### config.mk
export PLATFORM = sky130hd
export DESIGN_NAME = dbseq_top
export DESIGN_NICKNAME = d
export VERILOG_FILES = /design/src/rtl/dbseq_pkg.sv /design/src/rtl/dbseq_ctrl.sv /design/src/rtl/dbseq_agen.sv /design/src/rtl/dbseq_latch.sv /design/src/rtl/dbseq_top.sv
export SDC_FILE = /design/constraint.sdc
export NUM_CORES = 1
export LEC_CHECK = 0
export ABC_CLOCK_PERIOD_IN_PS = 5500
export BUFFER_PORTS_ARGS = -buffer_cell sky130_fd_sc_hd__buf_2
export CAP_MARGIN = 20
export CORE_AREA = 4 4 125 127
export CTS_BUF_LIST = sky130_fd_sc_hd__clkbuf_8
export DETAILED_ROUTE_END_ITERATION = 12
export DIE_AREA = 0 0 129 131
export PLACE_DENSITY = 0.7
export SLEW_MARGIN = 0
export SYNTH_ARGS = -nofsm -noshare
export SYNTH_HDL_FRONTEND = slang
export SYNTH_HIERARCHICAL = 1
export SYNTH_SLANG_ARGS = --single-unit
### constraint.sdc
create_clock -name clk -period 5.5 [get_ports clk]
set_input_delay 1.375 -clock clk [delete_from_list [all_inputs] [get_ports clk]]
set_output_delay 1.375 -clock clk [all_outputs]
set_load 0.05 [all_outputs]
### src/rtl/dbseq_pkg.sv
package dbseq_pkg;

   typedef enum logic [2:0] {
      OP_IDY_RD  = 3'd0,
      OP_IDY_RMW = 3'd1,
      OP_DP_ST   = 3'd2,
      OP_RET     = 3'd3,
      OP_RETI    = 3'd4,
      OP_CALL    = 3'd5,
      OP_BRK     = 3'd6
   } op_e;

   typedef enum logic [1:0] {K_READ, K_DUMMY, K_WRITE} kind_e;

   typedef enum logic [3:0] {
      A_PC0, A_PC1, A_DP0, A_DP1, A_LAST,
      A_SP0, A_SP1, A_SP2, A_SP3, A_SPM1, A_SPM2,
      A_PTRY, A_VEC0, A_VEC1
   } asrc_e;

   typedef enum logic [1:0] {W_ALU, W_RHI, W_RLO, W_PSW} wsrc_e;

   typedef enum logic [2:0] {L_NONE, L_ARG, L_LO, L_HI, L_DAT} lsel_e;

   typedef struct packed {
      kind_e kind;
      asrc_e asrc;
      wsrc_e wsrc;
      lsel_e lsel;
      logic  last;
   } step_t;

   function automatic step_t mk(kind_e k, asrc_e a, wsrc_e w, lsel_e l, logic e);
      step_t s;
      s.kind = k; s.asrc = a; s.wsrc = w; s.lsel = l; s.last = e;
      return s;
   endfunction

   localparam step_t IDLE_STEP = '{kind: K_DUMMY, asrc: A_LAST, wsrc: W_ALU, lsel: L_NONE, last: 1'b0};

   // per-class cycle schedule; index n counts cycles from zero
   function automatic step_t step_of(op_e op, logic [2:0] n);
      step_t s;
      s = mk(K_DUMMY, A_LAST, W_ALU, L_NONE, 1'b1);
      unique case (op)
         OP_IDY_RD, OP_IDY_RMW: begin
            case (n)
               3'd0: s = mk(K_READ,  A_PC0,  W_ALU, L_ARG,  1'b0);
               3'd1: s = mk(K_READ,  A_DP0,  W_ALU, L_LO,   1'b0);
               3'd2: s = mk(K_READ,  A_DP1,  W_ALU, L_HI,   1'b0);
               3'd3: s = mk(K_DUMMY, A_LAST, W_ALU, L_NONE, 1'b0);
               3'd4: s = mk(K_READ,  A_PTRY, W_ALU, L_DAT,  op == OP_IDY_RD);
               default: s = mk(K_WRITE, A_PTRY, W_ALU, L_NONE, 1'b1);
            endcase
         end
         OP_DP_ST: begin
            case (n)
               3'd0: s = mk(K_READ,  A_PC0, W_ALU, L_ARG,  1'b0);
               3'd1: s = mk(K_DUMMY, A_DP0, W_ALU, L_NONE, 1'b0);
               default: s = mk(K_WRITE, A_DP0, W_ALU, L_NONE, 1'b1);
            endcase
         end
         OP_RET, OP_RETI: begin
            case (n)
               3'd0: s = mk(K_DUMMY, A_LAST, W_ALU, L_NONE, 1'b0);
               3'd1: s = mk(K_DUMMY, A_SP0,  W_ALU, L_NONE, 1'b0);
               3'd2: s = (op == OP_RET) ? mk(K_READ, A_SP1, W_ALU, L_LO, 1'b0)
                                        : mk(K_READ, A_SP1, W_ALU, L_ARG, 1'b0);
               3'd3: s = (op == OP_RET) ? mk(K_READ, A_SP2, W_ALU, L_HI, 1'b1)
                                        : mk(K_READ, A_SP2, W_ALU, L_LO, 1'b0);
               default: s = mk(K_READ, A_SP3, W_ALU, L_HI, 1'b1);
            endcase
         end
         OP_CALL: begin
            case (n)
               3'd0: s = mk(K_READ,  A_PC0,  W_ALU, L_LO,   1'b0);
               3'd1: s = mk(K_READ,  A_PC1,  W_ALU, L_HI,   1'b0);
               3'd2: s = mk(K_WRITE, A_SP0,  W_RHI, L_NONE, 1'b0);
               3'd3: s = mk(K_WRITE, A_SPM1, W_RLO, L_NONE, 1'b0);
               3'd4: s = mk(K_DUMMY, A_SPM2, W_ALU, L_NONE, 1'b0);
               default: s = mk(K_DUMMY, A_SPM2, W_ALU, L_NONE, 1'b1);
            endcase
         end
         OP_BRK: begin
            case (n)
               3'd0: s = mk(K_DUMMY, A_LAST, W_ALU, L_NONE, 1'b0);
               3'd1: s = mk(K_WRITE, A_SP0,  W_RHI, L_NONE, 1'b0);
               3'd2: s = mk(K_WRITE, A_SPM1, W_RLO, L_NONE, 1'b0);
               3'd3: s = mk(K_WRITE, A_SPM2, W_PSW, L_NONE, 1'b0);
               3'd4: s = mk(K_READ,  A_VEC0, W_ALU, L_LO,   1'b0);
               default: s = mk(K_READ, A_VEC1, W_ALU, L_HI, 1'b1);
            endcase
         end
         default: s = mk(K_DUMMY, A_LAST, W_ALU, L_NONE, 1'b1);
      endcase
      return s;
   endfunction

endpackage

### src/rtl/dbseq_ctrl.sv
module dbseq_ctrl
   import dbseq_pkg::*;
#(
   parameter int DW = 8,
   localparam int AW = 2 * DW
)(
   input  logic          clk,
   input  logic          rst_n,
   input  logic          start,
   input  logic [2:0]    op_in,
   input  logic [AW-1:0] pc_in,
   input  logic [DW-1:0] sp_in,
   input  logic [DW-1:0] y_in,
   input  logic [DW-1:0] dpg_in,
   input  logic [DW-1:0] psw_in,
   output op_e           op_q,
   output step_t         step_o,
   output logic          busy_o,
   output logic          done_o,
   output logic [AW-1:0] pc_q,
   output logic [DW-1:0] sp_q,
   output logic [DW-1:0] y_q,
   output logic [DW-1:0] dpg_q,
   output logic [DW-1:0] psw_q
);

   logic [2:0] cnt_q;

   always_comb begin
      step_o = busy_o ? step_of(op_q, cnt_q) : IDLE_STEP;
      done_o = busy_o & step_o.last;
   end

   always_ff @(posedge clk) begin
      if (!rst_n) begin
         busy_o <= 1'b0;
         cnt_q  <= '0;
         op_q   <= OP_IDY_RD;
         pc_q   <= '0;
         sp_q   <= '0;
         y_q    <= '0;
         dpg_q  <= '0;
         psw_q  <= '0;
      end else if (!busy_o) begin
         if (start) begin
            busy_o <= 1'b1;
            cnt_q  <= '0;
            op_q   <= op_e'(op_in);
            pc_q   <= pc_in;
            sp_q   <= sp_in;
            y_q    <= y_in;
            dpg_q  <= dpg_in;
            psw_q  <= psw_in;
         end
      end else if (done_o) begin
         busy_o <= 1'b0;
      end else begin
         cnt_q <= cnt_q + 3'd1;
      end
   end

   // an operation ends with done and the next cycle is idle
   p_done_idle_r11: assert property (@(posedge clk) disable iff (!rst_n)
      done_o |=> !busy_o);
   // a running operation keeps its class until done
   p_op_hold_r11: assert property (@(posedge clk) disable iff (!rst_n)
      (busy_o && !done_o) |=> (busy_o && $stable(op_q)));

endmodule

### src/rtl/dbseq_agen.sv
module dbseq_agen
   import dbseq_pkg::*;
#(
   parameter int DW = 8,
   parameter logic [DW-1:0] STACK_PAGE = 'h01,
   parameter logic [2*DW-1:0] BRK_VEC = 'hFFDE,
   localparam int AW = 2 * DW
)(
   input  asrc_e         asrc,
   input  wsrc_e         wsrc,
   input  op_e           op,
   input  logic [AW-1:0] pc_q,
   input  logic [DW-1:0] sp_q,
   input  logic [DW-1:0] y_q,
   input  logic [DW-1:0] dpg_q,
   input  logic [DW-1:0] psw_q,
   input  logic [DW-1:0] arg_q,
   input  logic [DW-1:0] lo_q,
   input  logic [DW-1:0] hi_q,
   input  logic [AW-1:0] last_q,
   input  logic [DW-1:0] alu_wdata,
   output logic [AW-1:0] addr_o,
   output logic [DW-1:0] wdata_o
);

   localparam logic [DW-1:0] ONE  = DW'(1);
   localparam logic [DW-1:0] TWO  = DW'(2);
   localparam logic [DW-1:0] THR  = DW'(3);
   localparam logic [DW-1:0] ZERO = '0;
   localparam logic [AW-1:0] W1   = AW'(1);
   localparam logic [AW-1:0] W2   = AW'(2);

   logic [AW-1:0] ret_w;
   logic [AW-1:0] ptr_y;
   logic [DW-1:0] sp_lo;

   always_comb begin
      ret_w = (op == OP_CALL) ? pc_q + W2 : pc_q;
      ptr_y = {hi_q, lo_q} + {ZERO, y_q};
      unique case (asrc)
         A_SP1:   sp_lo = sp_q + ONE;
         A_SP2:   sp_lo = sp_q + TWO;
         A_SP3:   sp_lo = sp_q + THR;
         A_SPM1:  sp_lo = sp_q - ONE;
         A_SPM2:  sp_lo = sp_q - TWO;
         default: sp_lo = sp_q;
      endcase
      unique case (asrc)
         A_PC0:   addr_o = pc_q;
         A_PC1:   addr_o = pc_q + W1;
         A_DP0:   addr_o = {dpg_q, arg_q};
         A_DP1:   addr_o = {dpg_q, arg_q + ONE};
         A_SP0, A_SP1, A_SP2, A_SP3, A_SPM1, A_SPM2:
                  addr_o = {STACK_PAGE, sp_lo};
         A_PTRY:  addr_o = ptr_y;
         A_VEC0:  addr_o = BRK_VEC;
         A_VEC1:  addr_o = BRK_VEC + W1;
         default: addr_o = last_q;
      endcase
      unique case (wsrc)
         W_RHI:   wdata_o = ret_w[AW-1:DW];
         W_RLO:   wdata_o = ret_w[DW-1:0];
         W_PSW:   wdata_o = psw_q;
         default: wdata_o = alu_wdata;
      endcase
   end

endmodule

### src/rtl/dbseq_latch.sv
module dbseq_latch
   import dbseq_pkg::*;
#(
   parameter int DW = 8,
   parameter int NLAT = 4,
   localparam int AW = 2 * DW
)(
   input  logic                     clk,
   input  logic                     rst_n,
   input  kind_e                    kind,
   input  lsel_e                    lsel,
   input  logic [AW-1:0]            addr,
   input  logic [DW-1:0]            rdata,
   output logic [NLAT-1:0][DW-1:0]  bank_q,
   output logic [AW-1:0]            last_q
);

   logic genuine;
   assign genuine = (kind == K_READ);

   for (genvar i = 0; i < NLAT; i++) begin : g_lat
      always_ff @(posedge clk) begin
         if (!rst_n)
            bank_q[i] <= '0;
         else if (genuine && lsel == lsel_e'(i + 1))
            bank_q[i] <= rdata;
      end
   end

   always_ff @(posedge clk) begin
      if (!rst_n)
         last_q <= '0;
      else if (genuine)
         last_q <= addr;
   end

   // dummy reads and writes leave every operand latch alone
   p_dummy_keeps_lat_r9: assert property (@(posedge clk) disable iff (!rst_n)
      (kind != K_READ) |=> $stable(bank_q));
   // the last-address register follows genuine reads only
   p_last_on_read_r10: assert property (@(posedge clk) disable iff (!rst_n)
      (kind != K_READ) |=> $stable(last_q));
   p_last_tracks_r10: assert property (@(posedge clk) disable iff (!rst_n)
      (kind == K_READ) |=> (last_q == $past(addr)));

endmodule

### src/rtl/dbseq_top.sv
module dbseq_top
   import dbseq_pkg::*;
#(
   parameter int DW = 8,
   parameter logic [DW-1:0] STACK_PAGE = 'h01,
   parameter logic [2*DW-1:0] BRK_VEC = 'hFFDE,
   localparam int AW = 2 * DW,
   localparam int NLAT = 4
)(
   input  logic          clk,
   input  logic          rst_n,
   input  logic          start,
   input  logic [2:0]    op_sel,
   input  logic [AW-1:0] pc_in,
   input  logic [DW-1:0] sp_in,
   input  logic [DW-1:0] y_in,
   input  logic [DW-1:0] dpage_in,
   input  logic [DW-1:0] psw_in,
   input  logic [DW-1:0] alu_wdata,
   input  logic [DW-1:0] bus_rdata,
   output logic [AW-1:0] bus_addr,
   output logic          bus_rd,
   output logic          bus_wr,
   output logic [DW-1:0] bus_wdata,
   output logic          bus_dummy,
   output logic          op_done,
   output logic          busy,
   output logic [DW-1:0] lat_arg,
   output logic [DW-1:0] lat_lo,
   output logic [DW-1:0] lat_hi,
   output logic [DW-1:0] lat_dat
);

   if (DW < 4) begin : g_chk_dw
      $error("dbseq_top: DW must be at least 4");
   end
   if (BRK_VEC == {AW{1'b1}}) begin : g_chk_vec
      $error("dbseq_top: BRK_VEC+1 would wrap the address space");
   end

   op_e                     op_q;
   step_t                   st;
   logic [AW-1:0]           pc_q;
   logic [DW-1:0]           sp_q, y_q, dpg_q, psw_q;
   logic [NLAT-1:0][DW-1:0] bank;
   logic [AW-1:0]           last_q;

   dbseq_ctrl #(.DW(DW)) u_ctrl (
      .clk(clk), .rst_n(rst_n), .start(start), .op_in(op_sel),
      .pc_in(pc_in), .sp_in(sp_in), .y_in(y_in), .dpg_in(dpage_in), .psw_in(psw_in),
      .op_q(op_q), .step_o(st), .busy_o(busy), .done_o(op_done),
      .pc_q(pc_q), .sp_q(sp_q), .y_q(y_q), .dpg_q(dpg_q), .psw_q(psw_q)
   );

   dbseq_agen #(.DW(DW), .STACK_PAGE(STACK_PAGE), .BRK_VEC(BRK_VEC)) u_agen (
      .asrc(st.asrc), .wsrc(st.wsrc), .op(op_q),
      .pc_q(pc_q), .sp_q(sp_q), .y_q(y_q), .dpg_q(dpg_q), .psw_q(psw_q),
      .arg_q(bank[0]), .lo_q(bank[1]), .hi_q(bank[2]), .last_q(last_q),
      .alu_wdata(alu_wdata), .addr_o(bus_addr), .wdata_o(bus_wdata)
   );

   dbseq_latch #(.DW(DW), .NLAT(NLAT)) u_lat (
      .clk(clk), .rst_n(rst_n), .kind(st.kind), .lsel(st.lsel),
      .addr(bus_addr), .rdata(bus_rdata), .bank_q(bank), .last_q(last_q)
   );

   assign bus_rd    = (st.kind != K_WRITE);
   assign bus_wr    = (st.kind == K_WRITE);
   assign bus_dummy = (st.kind == K_DUMMY);
   assign lat_arg   = bank[0];
   assign lat_lo    = bank[1];
   assign lat_hi    = bank[2];
   assign lat_dat   = bank[3];

   // between operations the bus shows a dummy read
   p_idle_is_dummy_r1: assert property (@(posedge clk) disable iff (!rst_n)
      !busy |-> (bus_rd && bus_dummy && !bus_wr));
   // a dummy cycle is always a read
   p_dummy_reads_r1: assert property (@(posedge clk) disable iff (!rst_n)
      bus_dummy |-> (bus_rd && !bus_wr));
   // a store writes the address it just dummy-read
   p_store_dummy_first_r4: assert property (@(posedge clk) disable iff (!rst_n)
      (bus_wr && op_q == OP_DP_ST) |-> ($past(bus_dummy) && $past(bus_addr) == bus_addr));
   // the write-back goes to the address of the genuine data read
   p_rmw_same_addr_r3: assert property (@(posedge clk) disable iff (!rst_n)
      (bus_wr && op_q == OP_IDY_RMW) |-> ($past(bus_rd) && !$past(bus_dummy) && $past(bus_addr) == bus_addr));
   // pushes land in the stack page
   p_push_page_r5: assert property (@(posedge clk) disable iff (!rst_n)
      (bus_wr && (op_q == OP_CALL || op_q == OP_BRK)) |-> (bus_addr[AW-1:DW] == STACK_PAGE));
   // done marks a single cycle
   p_done_single_r11: assert property (@(posedge clk) disable iff (!rst_n)
      op_done |=> !op_done);

endmodule

### Word-level counts from Yosys, hierarchy flattened

Cells that the tools add are included.

* magnitude comparators: 0
* shift-type cells: 0
* reduce and logical (&&, ||, !) cells: 14
* multipliers: 0
* $add $sub $neg: 10
* eq/ne operators: 33
* div/mod/pow operators: 0
* bitwise logic cells: 2
* multiplexer cells: 19

Operators by type and width (count)
* 12-bit one-hot mux with 5 select lines: 4
* 16-bit one-hot mux with 8 select lines: 1
* 12-bit one-hot mux with 4 select lines: 1
* 8-bit one-hot mux with 5 select lines: 1
* 4-bit == test, second input constant: 6
* 12-bit one-hot mux with 2 select lines: 1
* 8-bit one-hot mux with 3 select lines: 1
* 3-bit by 2-bit == test with 1-bit output, second input constant: 6
* 16-bit by 1-bit adder with 16-bit output, second input constant: 1
* 16-bit by 2-bit adder with 16-bit output, second input constant: 1
* 16-bit by 8-bit adder with 16-bit output: 1
* 8-bit by 1-bit adder with 8-bit output, second input constant: 2
* 8-bit by 2-bit adder with 8-bit output, second input constant: 2
* 16-bit 2-to-1 mux: 1
* 3-bit == test, second input constant: 5
* 4-bit by 3-bit == test with 1-bit output, second input constant: 3
* 12-bit 2-to-1 mux: 1
* 3-bit 2-to-1 mux: 4
* 3-bit by 1-bit == test with 1-bit output, second input constant: 3
* 4-bit by 2-bit == test with 1-bit output, second input constant: 2
* 8-bit by 1-bit subtractor with 8-bit output, second input constant: 1
* 8-bit by 2-bit subtractor with 8-bit output, second input constant: 1
* 2-bit == test, second input constant: 3
* 3-bit logical NOT: 2
* other kinds (15): 24

* memory bits (read-only): 0
* memories: 0
* register bits after elaboration: 103
* RAM bits: 0
* latch bits: 0
* bits of input ports: 70
* output and inout port bits: 61
* logic and storage cells: 91

### Depth between registers and ports, before layout

* word-level depth: 8
* depth in mapped cells: 21
* mapped depth without buffers: 18

### Modules after synthesis

The synthesis kept the hierarchy.

By module, submodules not included
* dbseq_ctrl: cells an instance 362, area each 2796.4 µm², times used 1, sequential area each 1101.1 µm²
* dbseq_agen: cells an instance 368, area each 2542.4 µm², times used 1, sequential area each 0.0 µm²
* dbseq_latch: cells an instance 187, area each 1804.2 µm², times used 1, sequential area each 960.9 µm²
* dbseq_top: cells an instance 3, area each 23.8 µm², times used 1, sequential area each 0.0 µm²

### Worst setup path before layout

OpenSTA, ideal clock, no wires.

* path kind: reg2out
* start point: register u_ctrl.cnt_q[0]
* end point: output port bus_addr[3]
* path buffers: 2
* cell stages (with the launch flop): 19
* arrival time: 4109 ps
* slack: 16 ps
* required time: 4125 ps
* cells stage by stage: dfxtp_1 > inv_1 > ha_1 > buf_2 > nor3_1 > or2_1 > a32o_1 > nand2_1 > a21oi_1 > buf_2 > nand2b_1 > nor2_1 > ha_1 > a21o_1 > nor3_1 > a21oi_1 > o22ai_1 > xnor2_1 > o21ai_0

RTL lines
* start: declaration: line dbseq_ctrl.sv:27 `logic [2:0] cnt_q;`
* start signal: assignment: line dbseq_ctrl.sv:58 `cnt_q <= cnt_q + 3'd1;`
* end: declaration: line dbseq_top.sv:21 `output logic [AW-1:0] bus_addr,`

==> flow_metrics.py <==
metrics = {
    "outcome": {
        "outcome": "finished clean",
    },
    "finish": {
        "num_antenna_cells": 0,
        "drive_above_1_share": 0.250,
        "final_cell_mix": "nand2_1, buf_2, dfxtp_1, a21boi_0, nor2_1",
        "fin_area_mm2": 0.00852,
        "final_common_cell": "nand2_1",
        "nFillCells": 1393,
        "layoutNonFillerInstCount": 1223,
        "final_nets": 1124,
        "area_delta_synth_final_pct": 19.0,
    },
    "global_routing": {
        "grt_pass1_vias": 6531,
        "grt_max_degree": 61,
        "antenna_found_initial": 0,
        "overflow": 0,
        "grt_pass1_wl_um": 34900,
        "grt_use_total": 0.260,
    },
    "setup_path": {
        "cp_max_fo": 6,
        "required_ns": 4.12,
        "worstPathArrival_ns": 4.07,
        "cp-end-kind": "output port",
        "crit_chain": "inv_2, ha_2, buf_6, and2b_2, o311a_1, a22oi_2, a21oi_2, nand4bb_1, xnor2_1, ha_2, inv_1, or3b_1, o31ai_2, xor2_1, a221o_1, o32a_1, buf_6",
        "start_kind": "flop",
        "critPathKind": "flop to output port",
        "cp_top_family": "compound AO/OA/AOI/OAI gates",
        "reg2reg_setup_slack_ns": 1.75,
        "critPathSlowestCell": "dfxtp_4",
        "crit_buf_inv": 4,
        "crit_path_max_incr_delay_ns": 0.39,
    },
    "routing": {
        "drc_errors": 0,
        "drt-total-wl_um": 22400,
        "avgViaCountPerCell": 5.87,
        "ant_nets": 0,
        "num_vias": 7177,
        "wl_per_cell_um": 18.3,
        "drt-initial-drc-count": 624,
        "dr.pass1.iters": 6,
    },
    "floorplanning": {
        "start_util": 0.496,
        "die_area_mm2": 0.0169,
        "die_h_um": 131,
        "die_x_um": 129,
        "ios": 131,
        "fp.coreArea_mm2": 0.0144,
        "rows": 44,
    },
    "placed_design": {
        "placed_area_mm2": 0.00798,
        "place_inst": 1196,
        "io_buffers": 130,
        "dp_hpwl_um": 16400,
        "gp_congestion": 0.946,
    },
    "synth": {
        "syn_inst": 919,
        "ys_warn_count": 6,
        "postSynthAreaPerCell_um2": 7.79,
        "synthesis.nets": 1009,
        "syn_area_mm2": 0.00716,
    },
    "cts": {
        "clock_latency_ns": 0.40,
        "cts_htree_levels": 3,
        "cts_tree": "yes",
        "clock-sinks": 103,
        "root_buffer": "clkbuf_8",
        "cts_buffer_depth": 2,
        "path_clk_slew_ns": 0.11,
        "cts_buffers": 9,
    },
    "pwr": {
        "ir_worst_vdd_v": 0.000172,
        "p_leak_nw": 3.46,
        "p_per_area_mw_per_mm2": 247,
    },
    "sta": {
        "tns_ns": 0,
        "drv_slew": 0,
        "fin_crit_ns": 5.44,
        "setup_viol": 0,
        "fmax_ghz": 0.184,
        "finalHoldViolCount": 0,
        "tightestPinTransition_ns": 1.07,
        "finClkSkew_ns": 0.0105,
        "grt_setup_unrepaired": "true",
        "fin_crit_sh": 0.989,
        "slew_headroom": 0.287,
    },
    "hold_path": {
        "hp-class": "flop to flop",
    },
    "run": {
        "cap_violations": 0,
    },
}
==> layout make-up <==
type	instances	area, um^2	area share
multi-input cells	732	4960	0.582
flip-flops and latches	103	2070	0.243
repair buffers	169	988	0.116
well taps	184	230	0.0270
clock buffers	9	124	0.0145
inverters	19	77.6	0.00910
clock inverters	7	70.1	0.00822
==> worst register-to-register path, stage by stage (launching register included) <==
cell and delay (ns):
dfxtp_4 0.39, inv_2 0.06, ha_2 0.18, buf_6 0.14, and2b_2 0.21, o311a_1 0.30
a22oi_2 0.18, a21oi_2 0.10, nand4bb_1 0.24, xnor2_1 0.19, ha_2 0.21, inv_1 0.04
or3b_1 0.38, o31ai_2 0.09, xor2_1 0.11, a221o_1 0.32, o32a_1 0.39, nand2_1 0.07
a21boi_0 0.08
==> metrics by stage <==
step	power (mW)	setup WS, ns	utilization	hold slack (ns)
finish	2.11	0.0583	0.591	0.466
global route	2.21	-0.0652	0.591	0.488
CTS	2.07	0.0109	0.570	0.468
detailed placement	1.57	0.155	0.553	0.452
global placement	1.57	0.199	0.553	0.441
floorplan	1.36	0.0156	-	0.435
==> flip-flops by register name, summed over array words and instances, names as in the netlist <==
| signal | cells |
|---|---|
| u_ctrl/busy_o | 1 |
| u_ctrl/cnt_q | 3 |
| u_ctrl/dpg_q | 8 |
| u_ctrl/op_q | 3 |
| u_ctrl/pc_q | 16 |
| u_ctrl/psw_q | 8 |
| u_ctrl/sp_q | 8 |
| u_ctrl/y_q | 8 |
| u_lat/bank_q | 32 |
| u_lat/last_q | 16 |
==> per-layer routing <==
| layer | global-route usage | vias up | wire, um |
|---|---|---|---|
| met1 | 0.354 | 3369 | 10100 |
| met2 | 0.413 | 250 | 10500 |
| met3 | 0.0504 | 40 | 1340 |
| li1 | - | 3518 | - |
| met5 | 0 | - | 0 |
| met4 | 0.0896 | 0 | 559 |
==> path summary, 6_finish.rpt <==
kind / from / cells after the start / end
worst max register to register: u_ctrl/cnt_q[1] / 18 / u_lat/last_q[7]
worst max-delay path: u_ctrl/cnt_q[1] / 17 / bus_addr[7]
worst min-delay path: u_ctrl/dpg_q[6] / 2 / u_ctrl/dpg_q[6]
worst min register to register: u_ctrl/dpg_q[6] / 2 / u_ctrl/dpg_q[6]
==> report_power, final <==
group | internal [mW] | switching (mW) | total (mW)
logic | 0.266 | 0.506 | 0.772
clock network | 0.178 | 0.311 | 0.489
registers | 0.787 | 0.0591 | 0.846
total | 1.23 | 0.876 | 2.11
==> what timing repair did <==
item | CTS | global route
setup endpoints to repair | 6 | 15
pin swaps | 2 | 15
resized for setup | 11 | 56
hold buffers | 0 | 0
setup buffers | 1 | 9
Power figures use the tool's default switching activity.
